===== src/rtl/exec_lat_pkg.sv =====
package exec_lat_pkg;
  localparam int CNT_W     = 8;
  localparam int CLS_W     = 4;
  localparam int NUM_SLOTS = 11;

  typedef enum logic [CLS_W-1:0] {
    CLS_ALU     = 4'd0,
    CLS_IMULDIV = 4'd1,
    CLS_FMULDIV = 4'd2,
    CLS_MEM     = 4'd3,
    CLS_IMM     = 4'd4,
    CLS_BRANCH  = 4'd5,
    CLS_CALLRET = 4'd6,
    CLS_TRIG    = 4'd7,
    CLS_MOVE    = 4'd8,
    CLS_NOP     = 4'd9,
    CLS_HALT    = 4'd10
  } cls_e;

  localparam int SLOT_ALU     = 0;
  localparam int SLOT_IMULDIV = 1;
  localparam int SLOT_FMULDIV = 2;
  localparam int SLOT_MEM     = 3;
  localparam int SLOT_IMM     = 4;
  localparam int SLOT_BR_MISS = 5;
  localparam int SLOT_BR_TAKE = 6;
  localparam int SLOT_BR_JUMP = 7;
  localparam int SLOT_CALLRET = 8;
  localparam int SLOT_TRIG    = 9;
  localparam int SLOT_MOVE    = 10;

  typedef logic [CNT_W-1:0] lat_t;
  typedef logic [NUM_SLOTS-1:0][CNT_W-1:0] lat_tab_t;

  function automatic lat_tab_t default_tab();
    lat_tab_t t;
    t = '0;
    t[SLOT_ALU]     = lat_t'(1);
    t[SLOT_IMULDIV] = lat_t'(4);
    t[SLOT_FMULDIV] = lat_t'(4);
    t[SLOT_MEM]     = lat_t'(2);
    t[SLOT_IMM]     = lat_t'(1);
    t[SLOT_BR_MISS] = lat_t'(1);
    t[SLOT_BR_TAKE] = lat_t'(3);
    t[SLOT_BR_JUMP] = lat_t'(3);
    t[SLOT_CALLRET] = lat_t'(4);
    t[SLOT_TRIG]    = lat_t'(4);
    t[SLOT_MOVE]    = lat_t'(1);
    return t;
  endfunction
endpackage


===== src/rtl/exec_lat_lookup.sv =====
module exec_lat_lookup
  import exec_lat_pkg::*;
#(
  parameter lat_tab_t LAT_TAB = default_tab()
) (
  input  logic [CLS_W-1:0] class_i,
  input  logic             cond_i,
  input  logic             cond_met_i,
  output lat_t             lat_o,
  output logic             bad_o
);
  always_comb begin
    lat_o = '0;
    bad_o = 1'b0;
    case (class_i)
      CLS_ALU:     lat_o = LAT_TAB[SLOT_ALU];
      CLS_IMULDIV: lat_o = LAT_TAB[SLOT_IMULDIV];
      CLS_FMULDIV: lat_o = LAT_TAB[SLOT_FMULDIV];
      CLS_MEM:     lat_o = LAT_TAB[SLOT_MEM];
      CLS_IMM:     lat_o = LAT_TAB[SLOT_IMM];
      CLS_BRANCH: begin
        if (!cond_i)        lat_o = LAT_TAB[SLOT_BR_JUMP];
        else if (cond_met_i) lat_o = LAT_TAB[SLOT_BR_TAKE];
        else                lat_o = LAT_TAB[SLOT_BR_MISS];
      end
      CLS_CALLRET: lat_o = LAT_TAB[SLOT_CALLRET];
      CLS_TRIG:    lat_o = LAT_TAB[SLOT_TRIG];
      CLS_MOVE:    lat_o = LAT_TAB[SLOT_MOVE];
      CLS_NOP,
      CLS_HALT:    lat_o = lat_t'(1);
      default:     bad_o = 1'b1;
    endcase
    // zero latency cannot be counted down
    if (lat_o == '0) bad_o = 1'b1;
  end
endmodule


===== src/rtl/exec_lat_counter.sv =====
module exec_lat_counter
  import exec_lat_pkg::*;
(
  input  logic clk_i,
  input  logic rst_ni,
  input  logic load_i,
  input  lat_t load_val_i,
  output lat_t cnt_o,
  output logic zero_o
);
  lat_t cnt_q;

  always_ff @(posedge clk_i or negedge rst_ni) begin
    if (!rst_ni)            cnt_q <= '0;
    else if (load_i)        cnt_q <= load_val_i;
    else if (cnt_q != '0)   cnt_q <= cnt_q - lat_t'(1);
  end

  assign cnt_o  = cnt_q;
  assign zero_o = (cnt_q == '0);
endmodule


===== src/rtl/exec_lat_seq.sv =====
module exec_lat_seq
  import exec_lat_pkg::*;
#(
  parameter lat_tab_t LAT_TAB = default_tab()
) (
  input  logic             clk_i,
  input  logic             rst_ni,
  input  logic             valid_i,
  input  logic [CLS_W-1:0] class_i,
  input  logic             cond_i,
  input  logic             cond_met_i,
  output logic             exec_done_o,
  output logic             err_o
);
  lat_t lat;
  logic bad;
  logic idle;
  lat_t cnt_q;
  logic accept;
  logic fault;
  logic err_q;

  exec_lat_lookup #(.LAT_TAB(LAT_TAB)) u_lookup (
    .class_i    (class_i),
    .cond_i     (cond_i),
    .cond_met_i (cond_met_i),
    .lat_o      (lat),
    .bad_o      (bad)
  );

  assign accept = valid_i & idle;
  assign fault  = accept & bad;

  exec_lat_counter u_cnt (
    .clk_i      (clk_i),
    .rst_ni     (rst_ni),
    .load_i     (accept & ~bad),
    .load_val_i (lat),
    .cnt_o      (cnt_q),
    .zero_o     (idle)
  );

  always_ff @(posedge clk_i or negedge rst_ni) begin
    if (!rst_ni)    err_q <= 1'b0;
    else if (fault) err_q <= 1'b1;
  end

  assign exec_done_o = idle;
  assign err_o       = err_q;
endmodule


===== config.mk =====
export PLATFORM = sky130hd
export DESIGN_NAME = exec_lat_seq
export DESIGN_NICKNAME = d
export VERILOG_FILES = /design/src/rtl/exec_lat_pkg.sv /design/src/rtl/exec_lat_lookup.sv /design/src/rtl/exec_lat_counter.sv /design/src/rtl/exec_lat_seq.sv
export SDC_FILE = /design/constraint.sdc
export NUM_CORES = 1
export LEC_CHECK = 0
export BUFFER_PORTS_ARGS = -buffer_cell sky130_fd_sc_hd__buf_2
export CAP_MARGIN = 20
export CORE_AREA = 2 2 39 41
export CTS_CLUSTER_DIAMETER = 100
export DETAILED_ROUTE_END_ITERATION = 16
export DIE_AREA = 0 0 41 43
export PLACE_DENSITY = 0.82
export SLEW_MARGIN = 20
export SYNTH_ARGS = -nofsm -noshare
export SYNTH_HDL_FRONTEND = slang
export SYNTH_HIERARCHICAL = 1
export SYNTH_SLANG_ARGS = --single-unit
export TNS_END_PERCENT = 20

===== constraint.sdc =====
create_clock -name clk_i -period 2.85 [get_ports clk_i]
set_clock_uncertainty 0.2 [all_clocks]
set_input_delay 0.57 -clock clk_i [delete_from_list [all_inputs] [get_ports clk_i]]
set_output_delay 0.57 -clock clk_i [all_outputs]
set_load 0.005 [all_outputs]

== Word level (Yosys, flattened, before mapping) ==
Index checks and enable logic that the tools add are counted.
Cells by class
  $add $sub $neg: 1
  multipliers: 0
  div/mod/pow operators: 0
  magnitude comparators: 0
  eq/ne operators: 10
  shift-type cells: 0
  mux-type cells: 7
  bitwise gates (word level): 4
  reduce and logical (&&, ||, !) cells: 8
Operators by type and width (count)
  8-bit case mux with 4 select lines: 1
  8-bit 2-to-1 mux: 3
  4-bit by 3-bit equality test with 1-bit output (second input constant): 4
  8-bit zero test: 2
  4-bit equality test (second input constant): 3
  11-bit OR reduction: 1
  4-bit by 2-bit equality test with 1-bit output (second input constant): 2
  8-bit nonzero test: 1
  8-bit by 1-bit subtractor with 8-bit output (second input constant): 1
  5-bit OR reduction: 1
  4-bit by 1-bit equality test with 1-bit output (second input constant): 1
  4-bit zero test: 1
  4-bit OR reduction: 1
  1-bit bitwise AND: 3
  1-bit 2-to-1 mux: 2
  2-bit 2-to-1 mux: 1
  2-bit nonzero test: 1
  1-bit NOT: 1
Storage, ports and cells
  bits in registers: 9
  bits in latches: 0
  memory bits (writable): 0
  bits in read-only memories: 0
  input port bits: 9
  output and inout bits: 2
  word-level logic and storage cells: 32
  memories kept: 0

== Logic depth before layout (Yosys ltp) ==
Gate-level depths: netlist (run 1).
  depth after elaboration: 8
  depth in mapped cells: 9
  gate-level depth less buffers: 8

== Cells and area by module ==
Netlist (run 1), hierarchy kept.
By module, submodules not included
  exec_lat_counter: times used 1, cells an instance 54, area an instance 476.7 µm², seq. area each 200.2 µm²
  exec_lat_lookup: times used 1, cells an instance 19, area an instance 128.9 µm², seq. area each 0.0 µm²
  exec_lat_seq: times used 1, cells an instance 3, area an instance 42.5 µm², seq. area each 25.0 µm²

== Worst setup path before layout (run 1) ==
OpenSTA, ideal clock, no wires.
  kind: register -> register
  from: reg u_cnt.cnt_q[0] (netlist: u_cnt/cnt_o[0])
  to: reg u_cnt.cnt_q[4] (netlist: u_cnt/cnt_o[4])
  library setup time: 79 ps
  data arrival time: 2136 ps
  data required time: 2571 ps
  setup slack: 434 ps
  stages on the path, launching flop included: 10
  path buffers: 2
  period minus slack after synthesis: 2416 ps
  cells stage by stage: dfrtp_1 > inv_1 > ha_1 > or3b_1 > clkbuf_2 > nor2_1 > and3b_1 > dlygate4sd1_1 > a21oi_1 > a2bb2oi_1
On the way
  word-level cells in the longest chain between the ends: 4
  elaborated cells on any way between the ends: 8
  classes of those cells: add/sub: 1; mux: 2; bitwise: 2; reduce/logical: 3
RTL lines
  start, declared: line exec_lat_counter.sv:11  | lat_t cnt_q;
  start signal, assigned: line exec_lat_counter.sv:15  | else if (load_i) cnt_q <= load_val_i;
  start signal, assigned: line exec_lat_counter.sv:16  | else if (cnt_q != '0) cnt_q <= cnt_q - lat_t'(1);
  8-bit zero test (*): line exec_lat_counter.sv:20  | assign zero_o = (cnt_q == '0);
  named net exec_done_o: line exec_lat_seq.sv:12  | output logic exec_done_o,
  1-bit bitwise AND (*): line exec_lat_seq.sv:31  | assign accept = valid_i & idle;
  1-bit bitwise AND (*): line exec_lat_seq.sv:37  | .load_i (accept & ~bad),
  8-bit 2-to-1 mux / 2-bit nonzero test (equally long branches)
The timed path passes the listed nets; every way through them passes the cells marked *. The select of a mux whose other input is x is not followed.
A chain may end at the register's enable or synchronous reset.

== Worst setup path after layout (run 1) ==
  from: reg u_cnt.cnt_q[0] (netlist: u_cnt/cnt_o[0])
  to: out exec_done_o
On the way
  word-level cells in the longest chain between the ends: 1
RTL lines (line)
  8-bit zero test: exec_lat_counter.sv:20
  end, declared: exec_lat_seq.sv:12
Every way passes these cells.

==> impl_metrics.ini, run 1 <==
[drt]
dr.pass1.iters = 4
ant_nets = 0
drcViolationCount = 0
routed_wl_um = 1310
routedWlPerCell_um = 12.5
vias_per_cell = 5.61
via_count = 589
drt_iter0_drc = 47

[setup_path]
end_kind = output port
critical_path.startpoint = u_cnt/cnt_o[0]
worstPathMaxFanout = 7
start_kind = register
worstPathArrival_ns = 1.93
crit_required_ns = 2.08
worstReg2RegStart = u_cnt/cnt_o[0]
worstSetupPathType = register to output port
r2r_slack_ns = 0.31

[die]
dieWidth_um = 41
ioPinCount = 11
die-height_um = 43
die_area_mm2 = 0.00176
num_rows = 14
core_mm2 = 0.00138
start_util_pct = 46.8

[hold_path]
min-delay-start = err_o
hold_path.class = register to register

[clocking]
clk_latency_ns = 0.26
clock_sinks = 9
postCtsSetupRepairBufs = 0
cts.htree.levels = 1
cts.clk_slew.worst_paths_ns = 0.07
clockRootBuffer = clkbuf_4
cts_buffers = 3
cts.path.max_buffers = 2
cts_tree = yes

[sta]
final-max-slew-violation-count = 0
slew_headroom_pct = 62.2
finalHoldViolCount = 0
finalSetupViolations = 0
post-route-period-util_pct = 94.9
fin_tns_setup_ns = 0
worstMarginPinSlew_ns = 0.561
fin_crit_ns = 2.70
fmax_mhz = 370
rsz0062_at_grt = no

[power]
power_density_mw_per_mm2 = 348
peakVddDrop_v = 0.000187
leakage_uw = 0.000296

[layout]
n_antenna_cell = 0
mostFrequentLayoutCells = 10 x buf_2, 9 x dfrtp_1, 7 x nor2_1
layout.nets = 100
layout_commonest_cell = buf_2
syn_to_final_growth_pct = 12.0
fin_util_pct = 52.4
drive_gt1_share_pct = 18.0

[yosys]
synthCells = 76
syn_area_um2 = 648
synth_area_per_cell_um2 = 8.53
ys_ff_latch = 9
ys_seq_area_share_pct = 34.7
ys_warn_count = 6
netlist-cell-type-count = 37

[grt]
antenna_found_initial = 0
grt_pass1_wl_um = 2150
grt_overflow = 0
grt_max_degree = 10
track_usage_pct = 18.6
grt_pass1_vias = 512

[placement]
dpl.hpwl_um = 986
io_buffer_count = 10
place_congestion = 0.783

[run]
drv_cap = 0

[status]
outcome = finished clean
-- per-layer routing --
layer | vias up | share of wire (%) | wire (um) | GRT usage (%)
met5 | - | 0 | 0 | 0
met1 | 261 | 43 | 563 | 24.5
met4 | 0 | 2.1 | 28 | 12.0
li1 | 298 | - | - | -
met2 | 26 | 49 | 637 | 26.9
met3 | 4 | 6.4 | 84 | 3.14
-- cell families after synthesis --
family / Yosys count / synth area share [%]
and+or+nand+nor: 32 / 28.0
AOI/OAI and AO/OA: 21 / 22.4
buffers and inverters: 10 / 9.65
other: 1 / 0.579
xor gates and xnor gates: 2 / 2.70
adders and majority gates: 1 / 1.93
DFF: 9 / 34.7
-- critical path, cell delays in order, from the launching register on --
cell	delay, ns
dfrtp_1	0.41
inv_1	0.09
ha_1	0.23
or3b_1	0.47
nor2_1	0.30
buf_2	0.18
-- area by class of cell --
cell class	instances	area, um^2
Fill cell	137	658
Timing Repair Buffer	12	67.6
Inverter	3	11.3
Multi-Input combinational cell	61	375
Sequential cell	9	225
Tap cell	16	20.0
Clock buffer	4	26.3
-- metrics by stage --
step | total power [uW] | instance area, um^2 | std cells | worst slack (ns) | hold WS (ns)
5_1_grt | 267 | 726 | 105 | 0.0568 | 0.307
4_1_cts | 258 | 726 | 105 | 0.150 | 0.266
2_1_floorplan | 145 | 663 | 80 | 0.434 | 0.0744
3_3_place_gp | 151 | 689 | 100 | 0.444 | 0.234
3_5_place_dp | 152 | 689 | 100 | 0.355 | 0.239
6_report | 252 | 726 | 105 | 0.146 | 0.261
-- worst paths after layout --
check | depth (start not counted) | endpoint
worst min register to register | 1 | err_o
max in group asynchronous | 2 | u_cnt/cnt_o[0]
min in group asynchronous | 2 | u_cnt/cnt_o[6]
worst min-delay path | 1 | err_o
worst max-delay path | 5 | exec_done_o
worst max register to register | 8 | u_cnt/cnt_o[6]
-- synth_stat cells (all sizes together) --
master,instances,area [um^2]
inv,3,11.3
or4,2,15.0
a31oi,1,6.26
nor2b,4,27.5
nand4,1,6.26
a31o,1,8.76
nor3,3,15.0
a221oi,1,8.76
conb,1,3.75
dlygate4sd1,1,8.76
o31ai,3,22.5
nor3b,2,20.0
or3,1,6.26
ha,1,12.5
a2bb2oi,1,8.76
clkbuf,1,5.00
o31a,1,8.76
o21a,1,7.51
o22ai,1,6.26
and3b,1,8.76
nand2b,1,6.26
nor4,2,12.5
or3b,1,8.76
a22oi,1,7.51
o41ai,1,8.76
o21ai,2,10.0
a21oi,5,25.0
xnor2,2,17.5
buf,5,37.5
dfrtp,9,225
nand2,5,18.8
nor2,7,26.3
a21boi,1,7.51
o311ai,1,8.76
nand3,2,10.0
-- registers in the layout (all words and copies together) (netlist names) --
signal and count:
u_cnt/cnt_o 8, err_o 1
-- power breakdown --
part | switching, uW | internal (uW)
Sequential | 0 | 128
Clock | 47.8 | 54.1
Combinational | 11.5 | 11.1
-- what timing repair did --
action	in CTS	in global routing
gates resized for setup	0	0
hold endpoints to repair	9	0
hold buffers	1	0
Note: power is estimated with default switching activity, not from simulation.
==> run 2, diff against run 1 <==
- CELL_PAD_IN_SITES_DETAIL_PLACEMENT: not set -> 1
- CELL_PAD_IN_SITES_GLOBAL_PLACEMENT: not set -> 1
- CORE_AREA: 2 2 39 41 -> not set
- CORE_MARGIN: not set -> 2
- CORE_UTILIZATION: not set -> 39
- DIE_AREA: 0 0 41 43 -> not set
- PLACE_DENSITY: 0.82 -> 0.86
==> run 2 against run 1 <==
Non-clock buffer count stayed put. Clock power barely moved. Wire length up 15%. Count of clock-buffer cells in the layout unchanged. Final cell count did not move. Global-route usage increased by 0.45 points. Critical path depth unchanged. Fmax is 2.1% higher. Sequential power about the same. Sequential share of layout area down 0.11 points. Via count increased by 0.68%. Die area increased by 14%. Critical path type unchanged. Largest power group unchanged. Highest routed layer is now met3.
==> impl_metrics.ini, run 2 (same netlist as run 1, synthesis figures left out) <==
[sta]
setup_slack_ns = 0.202
final-max-slew-violation-count = 0
fin_crit_ns = 2.65
rsz0062_at_grt = no
post-route-period-util_pct = 92.9
fmax_mhz = 378
finalHoldViolCount = 0
fin_tns_setup_ns = 0
finalSetupViolations = 0

[drt]
vias_per_cell = 5.65
route.met2.wl_um = 696
drt_iter0_drc = 23
routed.top_layer = met3
ant_nets = 0
routed_wl_um = 1510
met3WireLength_um = 65
via_count = 593
dr.pass1.iters = 4
drcViolationCount = 0
routedLengthMet1_um = 750
routedWlPerCell_um = 14.4

[clocking]
clk_latency_ns = 0.26
cts_buffers = 3
cts.path.max_buffers = 2
cts.clk_slew.worst_paths_ns = 0.06
cts.htree.levels = 1
postCtsSetupRepairBufs = 0
clockRootBuffer = clkbuf_4
clock_sinks = 9
cts_tree = yes

[layout]
largest_reg_flops = 8
syn_to_final_growth_pct = 12.4
layout.nets = 100
fillers = 194
mostFrequentLayoutCells = 10 x buf_2, 9 x dfrtp_1, 6 x nor2_1
drive_gt1_share_pct = 19.1
layout_commonest_cell = buf_2
n_antenna_cell = 0
instances_no_fill = 105

[setup_path]
cp_num_buf_inv = 2
worstPathArrival_ns = 1.88
crit_required_ns = 2.08
slowest_delay_ns = 0.49
worstPathMaxFanout = 7
slowest_stage = or3b_1
end_kind = output port
r2r_slack_ns = 0.36
start_kind = register
worstSetupPathType = register to output port
cp_top_family = simple AND/OR/NAND/NOR gates
cp_cell_sequence = inv_1, ha_1, or3b_1, nor2_2, buf_2

[die]
dieWidth_um = 44.8
num_rows = 14
ioPinCount = 11
start_util_pct = 42.5
core_mm2 = 0.00152
die-height_um = 44.8
die_area_mm2 = 0.00200

[grt]
antenna_found_initial = 0
grt_pass1_vias = 593
track_usage_pct = 19.1
grt_overflow = 0
grt_max_degree = 10
grt_pass1_wl_um = 2680

[power]
leakage_uw = 0.000296
power_density_mw_per_mm2 = 345
power_uw = 252
peakVddDrop_v = 0.000208

[placement]
dpl.hpwl_um = 1100
placed_cells = 100
io_buffer_count = 10
post-place-ws_ns = 0.320
place_congestion = 0.755

[run]
drv_cap = 0

[hold_path]
hold_path.class = register to register

[status]
outcome = finished clean
[run 2: cell types whose count changed in the layout (fill, tap and decap cells not counted)]
cell	previous run	this run
nor2_2	0	1
nor2_1	7	6
[run 2: per-stage QoR]
| step | hold WS, ns | area (um^2) | utilization (%) |
|---|---|---|---|
| finish | 0.280 | 728 | 47.8 |
| global route | 0.298 | 728 | 47.8 |
| CTS | 0.290 | 726 | 47.6 |
| detailed placement | 0.238 | 689 | 45.2 |
| global placement | 0.232 | 689 | 45.2 |
| floorplan | 0.0744 | 663 | - |
[run 2: final timing paths]
| check | start | end | cells past startpoint |
|---|---|---|---|
| hold / removal | err_o | err_o | 1 |
| hold reg to reg | err_o | err_o | 1 |
| min in group asynchronous | rst_ni | u_cnt/cnt_o[7] | 2 |
| setup / recovery | u_cnt/cnt_o[0] | exec_done_o | 5 |
| setup reg to reg | u_cnt/cnt_o[0] | u_cnt/cnt_o[6] | 8 |
| max in group asynchronous | rst_ni | u_cnt/cnt_o[2] | 2 |
[run 2: worst reg2reg max path, delay by kind of cell, from the launching register on]
kind	cells	cell delay [ns]
buffers and inverters	2	0.24
adders and majority gates	1	0.24
and+or+nand+nor	4	1.13
AOI/OAI and AO/OA	1	0.14
DFF	1	0.41
[run 2: layout make-up]
class,instances,area (um^2),share of cell area (%)
sequential,9,225,30.9
clock buffer,4,26.3,3.61
timing repair buffer,12,67.6,9.28
tap,16,20.0,2.75
multi-input combinational,61,378,51.9
inverter,3,11.3,1.55
[run 2: what timing repair did]
item                                    in CTS  in global routing
hold buffers                                 1                  0
endpoints found under the setup margin       0                  1
resized for setup                            0                  1
hold endpoints to repair                     9                  0
[run 2: layer usage]
metal | track usage (%) | vias up
met3 | 6.00 | 0
li1 | - | 300
met4 | 7.27 | 0
met1 | 27.2 | 279
met5 | 0 | -
met2 | 27.0 | 14
[run 2: power breakdown]
group | internal (uW) | switching (uW) | total (uW)
clock network | 54.1 | 46.7 | 101
registers | 128 | 0 | 128
logic | 11.1 | 11.9 | 23.0
